## src/rtl/pcmtx_pkg.sv

```systemverilog
package pcmtx_pkg;

  localparam int SLOT_LO = 3;
  localparam int N_SLOTS = 7;
  localparam int SLOT_DW = 20;
  localparam int WORD_W  = 32;
  localparam int CTRL_W  = 12;

  typedef enum logic [1:0] {
    SZ_16 = 2'd0,
    SZ_18 = 2'd1,
    SZ_20 = 2'd2,
    SZ_12 = 2'd3
  } samp_size_e;

  typedef struct packed {
    logic [N_SLOTS-1:0] slot_mask;
    logic               compact;
    samp_size_e         size;
    logic               fifo_en;
    logic               ch_en;
  } ctrl_t;

  function automatic logic [SLOT_DW-1:0] justify(input logic [WORD_W-1:0] w,
                                                 input samp_size_e sz);
    logic [SLOT_DW-1:0] r;
    unique case (sz)
      SZ_16:   r = {w[15:0], 4'h0};
      SZ_18:   r = {w[17:0], 2'b00};
      SZ_20:   r = w[19:0];
      default: r = {w[11:0], 8'h00};
    endcase
    return r;
  endfunction

endpackage

```

## src/rtl/pcmtx_fifo.sv

```systemverilog
module pcmtx_fifo #(
  parameter int DEPTH  = 8,
  parameter int WORD_W = 32
) (
  input  logic              clk,
  input  logic              rst_n,
  input  logic              flush,
  input  logic              fifo_en,
  input  logic              wr,
  input  logic [WORD_W-1:0] wdata,
  input  logic              pop,
  output logic [WORD_W-1:0] head,
  output logic              empty,
  output logic              full,
  output logic              half_empty
);
  localparam int PW = (DEPTH > 1) ? $clog2(DEPTH) : 1;
  localparam int CW = $clog2(DEPTH + 1);
  localparam logic [PW-1:0] PTR_LAST = PW'(DEPTH - 1);

  logic [WORD_W-1:0] mem [DEPTH];
  logic [PW-1:0] rd_q, rd_n, wr_q, wr_n;
  logic [CW-1:0] lvl_q, lvl_n;
  logic [CW:0]   cap, lvl_x2;
  logic          push, take;

  assign cap        = fifo_en ? (CW+1)'(DEPTH) : (CW+1)'(1);
  assign lvl_x2     = {lvl_q, 1'b0};
  assign empty      = (lvl_q == '0);
  assign full       = ({1'b0, lvl_q} >= cap);
  assign half_empty = (lvl_x2 <= cap);
  assign head       = mem[rd_q];

  assign push = wr & ~full & ~flush;
  assign take = pop & ~empty & ~flush;

  always_comb begin
    rd_n  = rd_q;
    wr_n  = wr_q;
    lvl_n = lvl_q;
    if (flush) begin
      rd_n  = '0;
      wr_n  = '0;
      lvl_n = '0;
    end else begin
      if (take) rd_n = (rd_q == PTR_LAST) ? '0 : rd_q + 1'b1;
      if (push) wr_n = (wr_q == PTR_LAST) ? '0 : wr_q + 1'b1;
      unique case ({push, take})
        2'b10:   lvl_n = lvl_q + 1'b1;
        2'b01:   lvl_n = lvl_q - 1'b1;
        default: lvl_n = lvl_q;
      endcase
    end
  end

  always_ff @(posedge clk or negedge rst_n) begin
    if (!rst_n) begin
      rd_q  <= '0;
      wr_q  <= '0;
      lvl_q <= '0;
    end else begin
      rd_q  <= rd_n;
      wr_q  <= wr_n;
      lvl_q <= lvl_n;
    end
  end

  always_ff @(posedge clk) begin
    if (push) mem[wr_q] <= wdata;
  end

endmodule

```

## src/rtl/pcmtx_unpack.sv

```systemverilog
module pcmtx_unpack
  import pcmtx_pkg::*;
(
  input  logic               clk,
  input  logic               rst_n,
  input  logic               flush,
  input  logic               serve,
  input  logic               compact,
  input  samp_size_e         size,
  input  logic [WORD_W-1:0]  head,
  input  logic               empty,
  output logic               pop,
  output logic               starve,
  output logic [SLOT_DW-1:0] sample
);
  logic half_hi_q, half_hi_n;
  logic [15:0] half_word;

  assign half_word = half_hi_q ? head[31:16] : head[15:0];
  assign starve    = serve & empty;
  assign pop       = serve & ~empty & (~compact | half_hi_q);

  always_comb begin
    if (empty)        sample = '0;
    else if (compact) sample = {half_word, 4'h0};
    else              sample = justify(head, size);
  end

  always_comb begin
    half_hi_n = half_hi_q;
    if (flush)                half_hi_n = 1'b0;
    else if (serve && !empty) half_hi_n = compact ? ~half_hi_q : 1'b0;
  end

  always_ff @(posedge clk or negedge rst_n) begin
    if (!rst_n) half_hi_q <= 1'b0;
    else        half_hi_q <= half_hi_n;
  end

endmodule

```

## src/rtl/pcmtx_irq.sv

```systemverilog
module pcmtx_irq (
  input  logic       clk,
  input  logic       rst_n,
  input  logic       ie_we,
  input  logic [1:0] ie_wdata,
  input  logic       starve,
  input  logic       uf_clr,
  input  logic       half_empty,
  input  logic       ch_en,
  output logic       underrun,
  output logic       irq_tx,
  output logic       irq_uf
);
  logic [1:0] ie_q, ie_n;
  logic       uf_q, uf_n;

  always_comb begin
    ie_n = ie_we ? ie_wdata : ie_q;
    if (starve)      uf_n = 1'b1;
    else if (uf_clr) uf_n = 1'b0;
    else             uf_n = uf_q;
  end

  always_ff @(posedge clk or negedge rst_n) begin
    if (!rst_n) begin
      ie_q <= '0;
      uf_q <= 1'b0;
    end else begin
      ie_q <= ie_n;
      uf_q <= uf_n;
    end
  end

  assign underrun = uf_q;
  assign irq_tx   = ie_q[0] & half_empty & ch_en;
  assign irq_uf   = ie_q[1] & uf_q;

endmodule

```

## src/rtl/pcm_tx_channel.sv

```systemverilog
module pcm_tx_channel
  import pcmtx_pkg::*;
#(
  parameter int DEPTH = 8
) (
  input  logic               clk,
  input  logic               rst_n,
  input  logic               link_en,
  input  logic               ctrl_we,
  input  logic [CTRL_W-1:0]  ctrl_wdata,
  input  logic               ie_we,
  input  logic [1:0]         ie_wdata,
  input  logic               uf_clr,
  input  logic               dat_we,
  input  logic [WORD_W-1:0]  dat_wdata,
  input  logic               slot_req,
  input  logic [3:0]         slot_id,
  output logic               out_valid,
  output logic [3:0]         out_slot,
  output logic [SLOT_DW-1:0] out_data,
  output logic               st_busy,
  output logic               st_empty,
  output logic               st_half_empty,
  output logic               st_full,
  output logic               st_underrun,
  output logic               irq_tx,
  output logic               irq_uf
);
  ctrl_t ctrl_q, ctrl_n;
  logic [N_SLOTS-1:0] slot_hit;
  logic serve, flush, pop, starve;
  logic [WORD_W-1:0]  head;
  logic [SLOT_DW-1:0] sample;
  logic               ov_n;
  logic [3:0]         oslot_n;
  logic [SLOT_DW-1:0] odata_n;

  assign ctrl_n = ctrl_we ? ctrl_t'(ctrl_wdata) : ctrl_q;

  always_ff @(posedge clk or negedge rst_n) begin
    if (!rst_n) ctrl_q <= '0;
    else        ctrl_q <= ctrl_n;
  end

  for (genvar g = 0; g < N_SLOTS; g++) begin : g_slot
    assign slot_hit[g] = ctrl_q.slot_mask[g] && (slot_id == 4'(SLOT_LO + g));
  end

  assign flush = ~link_en;
  assign serve = slot_req & link_en & ctrl_q.ch_en & (|slot_hit);

  pcmtx_fifo #(.DEPTH(DEPTH), .WORD_W(WORD_W)) u_fifo (
    .clk        (clk),
    .rst_n      (rst_n),
    .flush      (flush),
    .fifo_en    (ctrl_q.fifo_en),
    .wr         (dat_we),
    .wdata      (dat_wdata),
    .pop        (pop),
    .head       (head),
    .empty      (st_empty),
    .full       (st_full),
    .half_empty (st_half_empty)
  );

  pcmtx_unpack u_unpack (
    .clk     (clk),
    .rst_n   (rst_n),
    .flush   (flush),
    .serve   (serve),
    .compact (ctrl_q.compact),
    .size    (ctrl_q.size),
    .head    (head),
    .empty   (st_empty),
    .pop     (pop),
    .starve  (starve),
    .sample  (sample)
  );

  pcmtx_irq u_irq (
    .clk        (clk),
    .rst_n      (rst_n),
    .ie_we      (ie_we),
    .ie_wdata   (ie_wdata),
    .starve     (starve),
    .uf_clr     (uf_clr),
    .half_empty (st_half_empty),
    .ch_en      (ctrl_q.ch_en),
    .underrun   (st_underrun),
    .irq_tx     (irq_tx),
    .irq_uf     (irq_uf)
  );

  always_comb begin
    ov_n    = serve;
    oslot_n = serve ? slot_id : out_slot;
    odata_n = serve ? sample  : out_data;
  end

  always_ff @(posedge clk or negedge rst_n) begin
    if (!rst_n) begin
      out_valid <= 1'b0;
      out_slot  <= '0;
      out_data  <= '0;
    end else begin
      out_valid <= ov_n;
      out_slot  <= oslot_n;
      out_data  <= odata_n;
    end
  end

  assign st_busy = (ctrl_q.ch_en & ~st_empty) | out_valid;

endmodule

```

## config.mk

```make
export PLATFORM = sky130hd
export DESIGN_NAME = pcm_tx_channel
export DESIGN_NICKNAME = d
export VERILOG_FILES = /design/src/rtl/pcmtx_pkg.sv /design/src/rtl/pcmtx_fifo.sv /design/src/rtl/pcmtx_unpack.sv /design/src/rtl/pcmtx_irq.sv /design/src/rtl/pcm_tx_channel.sv
export SDC_FILE = /design/constraint.sdc
export NUM_CORES = 1
export LEC_CHECK = 0
export BUFFER_PORTS_ARGS = -buffer_cell sky130_fd_sc_hd__buf_2
export CORE_MARGIN = 2
export CORE_UTILIZATION = 50
export CTS_BUF_LIST = sky130_fd_sc_hd__clkbuf_16
export CTS_CLUSTER_DIAMETER = 80
export CTS_CLUSTER_SIZE = 12
export DETAILED_ROUTE_END_ITERATION = 6
export PLACE_DENSITY = 0.8
export SKIP_CTS_REPAIR_TIMING = 1
export SYNTH_ARGS = -nofsm -noshare
export SYNTH_HDL_FRONTEND = slang
export SYNTH_SLANG_ARGS = --single-unit
```

## constraint.sdc

```tcl
create_clock -name clk -period 7.9 [get_ports clk]
set_clock_uncertainty 0.2 [all_clocks]
set_input_delay 0.395 -clock clk [delete_from_list [all_inputs] [get_ports clk]]
set_output_delay 0.395 -clock clk [all_outputs]
set_load 0.1 [all_outputs]
```

# [Word level (Yosys, flattened, before mapping)]
# Memories as Yosys holds them, arrays and structs flattened.
# Cells that the tools add are included.
[op_classes] n_bitwise=20 muxes=20 n_reduce_logical=13 n_eq_ne=17 magnitude_cmp=2 addsub=4
[op_table] op="case mux 20 bit (3 select lines)" n=1
[op_table] op="2-to-1 mux 20 bit" n=2
[op_table] op="2-to-1 mux 3 bit" n=6
[op_table] op="equality test 4 x 3 -> 1 bit (second input constant)" n=4
[op_table] op="2-to-1 mux 16 bit" n=1
[op_table] op="AND 1 bit" n=14
[op_table] op="equality test 4 bit (second input constant)" n=2
[op_table] op="logical AND 1 bit" n=8
[op_table] op="2-to-1 mux 4 bit" n=2
[op_table] op="case mux 4 bit (2 select lines)" n=1
[op_table] op="2-to-1 mux 1 bit" n=7
[op_table] op="OR reduction 7 bit" n=1
[op_table] op="adder 3 x 1 -> 3 bit (second input constant)" n=2
[op_table] op="equality test 3 bit (second input constant)" n=2
[op_table] op="!= test 2 x 1 -> 1 bit (second input constant)" n=3
[op_table] op="greater-or-equal comparator 4 x 5 -> 1 bit" n=1
[op_table] op="<= comparator 5 bit" n=1
[op_table] op="adder 4 x 1 -> 4 bit (second input constant)" n=1
[op_table] op="equality test 2 x 1 -> 1 bit (second input constant)" n=2
[op_table] op="equality test 2 bit (second input constant)" n=2
[op_table] op="equality test 4 x 2 -> 1 bit (second input constant)" n=1
[op_table] op="zero test 4 bit" n=1
[op_table] op="inverter 1 bit" n=4
[op_table] op="subtractor 4 x 1 -> 4 bit (second input constant)" n=1
[op_table] op="5 further kinds" n=6
[totals] reg_bits=51 output_inout_bits=32 wordCells=91 mem_bits_rw=256 n_memories=1
[memory_table] memory="u_fifo.mem" words=8 width=32 rd=1 rd_ports_with_merged_regs=0 write_ports=1 line_no="pcmtx_fifo.sv:21" rtl="logic [WORD_W-1:0] mem [DEPTH];"

# [Depth between registers and ports, before layout]
[depth] depth_word=11 mapped_depth=12

# [Modules after synthesis]
# From an unflattened synthesis, not the netlist that was laid out.
[unflattened] hier_cells=668 hier_area_um2=12931.2
[modules_own_cells] mod="pcmtx_fifo" cells_per_inst=451 n_inst=1 seq_area_each_um2=7937.6 area_per_inst_um2=10390.0
[modules_own_cells] mod="pcm_tx_channel" cells_per_inst=92 n_inst=1 seq_area_each_um2=925.9 area_per_inst_um2=1466.4
[modules_own_cells] mod="pcmtx_unpack" cells_per_inst=116 n_inst=1 seq_area_each_um2=25.0 area_per_inst_um2=945.9
[modules_own_cells] mod="pcmtx_irq" cells_per_inst=9 n_inst=1 seq_area_each_um2=75.1 area_per_inst_um2=128.9

# [Least setup slack after synthesis]
# No wires, ideal clock.
[synth_path] path_type="flip-flop to flip-flop" startpoint="register u_fifo.lvl_q[0]" endpoint="memory u_fifo.mem[0][0] (enable)" n_path_buf=1 setup_ns=0.501 stages_incl_launch_ff=8 setup_slack_ns=2.374 arrival_time_ns=4.824 required_ns=7.199 cell_sequence="dfrtp_1 > inv_1 > ha_1 > or4b_1 > a21oi_2 > nand2_2 > buf_2 > nor4_1"
[synth_via] elab_chain_len=6
[synth_rtl] element="from (decl)" line_no="pcmtx_fifo.sv:23" rtl="logic [CW-1:0] lvl_q, lvl_n;"
[synth_rtl] element="from (signal assigned)" line_no="pcmtx_fifo.sv:64" rtl="lvl_q <= lvl_n;"
[synth_rtl] element="greater-or-equal comparator 4 x 5 -> 1 bit" line_no="pcmtx_fifo.sv:30" rtl="assign full = ({1'b0, lvl_q} >= cap);"
[synth_rtl] element="inverter 1 bit" line_no="pcmtx_fifo.sv:34" rtl="assign push = wr & ~full & ~flush;"
[synth_rtl] element="AND 1 bit (2 in a row)" line_no="pcmtx_fifo.sv:34"
[synth_rtl] element="2-to-1 mux 1 bit" line_no="pcmtx_fifo.sv:69" rtl="if (push) mem[wr_q] <= wdata;"
[synth_rtl] element="2-to-1 mux 1 bit (not written as such)" line_no="pcmtx_fifo.sv:69"
[synth_rtl] element="to (decl)" line_no="pcmtx_fifo.sv:21"
# Every way passes these cells.

# [Final worst setup path]
[layout_path] startpoint="register u_fifo.lvl_q[0]" endpoint="memory u_fifo.mem[7][28] (enable)"
# The elaborated chain is that of the path after synthesis.

==> metrics <==
result of the run=finished, final reports clean; row count=58; switching share of power=26.1%; setup slack of the worst register-to-register path=4.18 ns; most used flip-flop cell after synthesis=edfxtp_1; drt drc=0; proportion of power drawn by flip-flops and latches=52.3%; DIE WIDTH=165 microns; worst path arrival time=3.69 ns; final cell count without fillers=1,222; Placement Setup Slack=4.18 ns; sum of negative setup slack=0 ns; nature of the critical path endpoint=flip-flop; Max Clk Rate=0.269 GHz; GR Overflow Total=0; critical path required time=7.87 ns; unrepaired setup endpoints after global routing=false; worst skew pair latency=0.56 ns; Initial Utilization=51.0%; cts bufs inserted=29; number of warnings reported in the yosys synthesis log=0; depth of the CTS H-tree=1; proportion of synthesized flip-flops having asynchronous set or reset=16.6%; number of sinks on the clock net=307; floorplan die height=165 microns; Placed Instances=1,127; number of standard cells after synthesis=731; stage delay of the slowest cell on the critical path=0.95 ns; syn avg cell area=17.6 sq um; launching point of the worst reg2reg path=u_fifo.lvl_q[0]; global-route usage over all layers=20.6%; number of diodes added for antenna fixing=0; Top Ports=90; iteration-0 DRC count of the detailed router=852; Layout Area Growth over Synthesis=15.9%; sequential share of the synthesized area=69.5%; power share of the clock group=35.0%; proportion of power drawn by combinational gates=12.7%; critical register-to-register path endpoint=u_fifo.mem[7][28]; minimum setup slack in the final design=4.18 ns; via count of the first global-routing pass=7,076; cell at the slowest stage of the critical path=nor2_4; total setup violations reported at the end of the flow=0; count of buffers from port buffering=89; kind of launch point of the worst setup path=flip-flop; fin. max-slew vios=0; total vias in the final route=7,335; clock tree from TritonCTS=built; total power=3.52 mW; number of flip-flops and latches in the synthesized netlist=307; detailed-placement wirelength estimate=17.2 mm; total die area=27,100 sq um; leakage power=5.19 nW; endpoint of the most critical setup path=u_fifo.mem[7][28]; post-layout utilization of the core=59.2%; cells along the critical path=inv_1 -> ha_1 -> or4b_1 -> a21oi_2 -> and2_0 -> nand2_1 -> nor2_4; IR Drop Worst-Case VDD=0.205 mV; largest net degree at the start of global routing=63; residual antenna-violating net count after detailed routing=0; number of nets in the layout=951; transition time at the pin with the least slew margin=1.16 ns; Post-synth EDFFs=256; path type of the worst setup path=reg2reg; number of endpoints with negative hold slack in the final report=0; DR vias/cell=6.00; Final Wtd Congestion=0.882; Clock transition at path regs=0.07 ns; cell area power density=235 nW/um^2; Mapped Nets=800; clock period minus worst slack=3.72 ns; floorplan core area=25,300 sq um; proportion of layout cells with a drive suffix above 1=26.6%; Hold WC Path Type=in2reg; initial antenna violation count=0; post-DR wirelength/cell=22.8 microns; Max Cap Violations=0; maximum clock insertion buffer count=3; worst reg2reg path depth=7; power spent charging and discharging nets=917 uW; CP Launch Point=u_fifo.lvl_q[0]; distinct cell type count after synthesis=67; wire length of the first global-routing pass=41.7 mm; Crit Path Max Fanout=32; Cell Int Power=2.60 mW; Slew Limit Headroom=22.2%; final worst path period share=47.1%; library cell used as clock root buffer=clkbuf_16; DRT Pass-1 Iters=6; Cell Area, Synth=12,900 sq um; total wire length after detailed routing=27.9 mm
==> critical path: cells and delay by family (launching register included) <==
family	cells	cell delay (ns)
AOI/OAI and AO/OA	1	0.22
adders and majority gates	1	0.29
buffers and inverters	1	0.10
DFF	1	0.47
and+or+nand+nor	4	2.05
==> power groups by stage <==
stage | sequential (mW) | clock, mW | combinational [mW]
5_1_grt | 1.84 | 1.31 | 0.471
4_1_cts | 1.84 | 1.25 | 0.423
2_1_floorplan | 2.02 | 0 | 0.161
3_5_place_dp | 1.87 | 0 | 0.422
6_report | 1.84 | 1.23 | 0.447
3_3_place_gp | 1.87 | 0 | 0.415
==> worst min path at each step <==
stage | depth (start not counted) | startpoint | endpoint | slack [ns]
after global routing | 3 | link_en | u_fifo.rd_q[1] | 0.06
after floorplan | 0 | rst_n | ctrl_q[0] | -0.10
after CTS | 2 | rst_n | ctrl_q[1] | -0.23
final | 3 | link_en | u_fifo.rd_q[0] | 0.04
after detailed placement | 2 | out_data[0] | out_data[0] | 0.26
after global placement | 2 | out_data[0] | out_data[0] | 0.26
==> layer usage <==
| metal | GRT usage, % | vias up | part of all wire [%] |
|---|---|---|---|
| met5 | 0 | - | 0 |
| met4 | 6.72 | 0 | 3.1 |
| met3 | 3.57 | 74 | 7.7 |
| met2 | 33.8 | 362 | 49 |
| met1 | 28.2 | 3674 | 40 |
| li1 | - | 3225 | - |
==> area by class of cell <==
| class | instances | area (sq um) |
|---|---|---|
| Inverter | 10 | 37.5 |
| Clock inverter | 12 | 87.6 |
| Clock buffer | 29 | 726 |
| Fill cell | 1818 | 10300 |
| Timing Repair Buffer | 158 | 1100 |
| Sequential cell | 307 | 8970 |
| Multi-Input combinational cell | 376 | 3610 |
| Tap cell | 330 | 413 |
==> through the flow <==
step                      hold WS, ns  instance area, sq um
after floorplan                -0.101                 12900
after global placement          0.262                 13600
after detailed placement        0.264                 13600
after CTS                      -0.232                 14400
after global routing           0.0623                 14900
final                          0.0394                 14900
==> cells in the mapped netlist (4+ instances only) <==
cell type / n / area, sq um
o21ai_1: 10 / 50.1
nand2_1: 56 / 210
nand3_1: 11 / 55.1
buf_6: 11 / 124
nand2b_1: 6 / 37.5
o21ai_0: 15 / 75.1
and2_1: 5 / 31.3
clkbuf_1: 5 / 18.8
inv_1: 9 / 33.8
mux2i_4: 4 / 90.1
buf_2: 12 / 60.1
a21oi_1: 19 / 95.1
mux4_2: 54 / 1220
mux2i_1: 34 / 340
a22oi_1: 9 / 67.6
nor3_1: 11 / 55.1
a32o_1: 6 / 60.1
o22ai_1: 9 / 56.3
ha_1: 10 / 125
mux2_2: 20 / 225
edfxtp_1: 256 / 7690
dfrtp_1: 51 / 1280
nor2_1: 24 / 90.1
nor2b_1: 6 / 37.5
a22o_1: 6 / 52.6
nand3b_1: 4 / 30.0
buf_4: 5 / 37.5
==> sequential cells by signal, summed over array words and instances, names as in the netlist <==
register / flops
u_fifo.mem: 256
out_data: 20
ctrl_q: 12
out_slot: 4
u_fifo.lvl_q: 4
u_fifo.rd_q: 3
u_fifo.wr_q: 3
u_irq.ie_q: 2
out_valid: 1
u_irq.underrun: 1
u_unpack.half_hi_q: 1
==> cells in the final DEF, fill, tap and decap left out, drive strengths merged, types with 3 or more instances in the layout <==
| cell | n |
|---|---|
| a21oi | 20 |
| nand2b | 6 |
| and3 | 3 |
| o22ai | 9 |
| dlygate4sd3 | 54 |
| mux2i | 40 |
| nand2 | 57 |
| ha | 10 |
| nor3 | 11 |
| mux4 | 57 |
| and2 | 6 |
| or2 | 4 |
| o211ai | 3 |
| dfrtp | 51 |
| a22o | 6 |
| a22oi | 9 |
| a211oi | 5 |
| o21ai | 25 |
| nor2 | 24 |
| mux2 | 20 |
| buf | 104 |
| nand3 | 11 |
| a32o | 6 |
| nand3b | 4 |
| inv | 20 |
| edfxtp | 256 |
| clkbuf | 29 |
| nor2b | 6 |
| a221oi | 5 |
==> kinds of logic after synthesis <==
group / after synthesis / share of synthesized area (%)
DFF: 307 / 69.5
and+or+nand+nor: 140 / 5.17
muxes: 117 / 15.3
AOI/OAI and AO/OA: 106 / 5.87
buffers and inverters: 48 / 2.81
adders and majority gates: 11 / 1.13
xor gates and xnor gates: 2 / 0.136
Note: power is estimated with default switching activity, not from simulation.
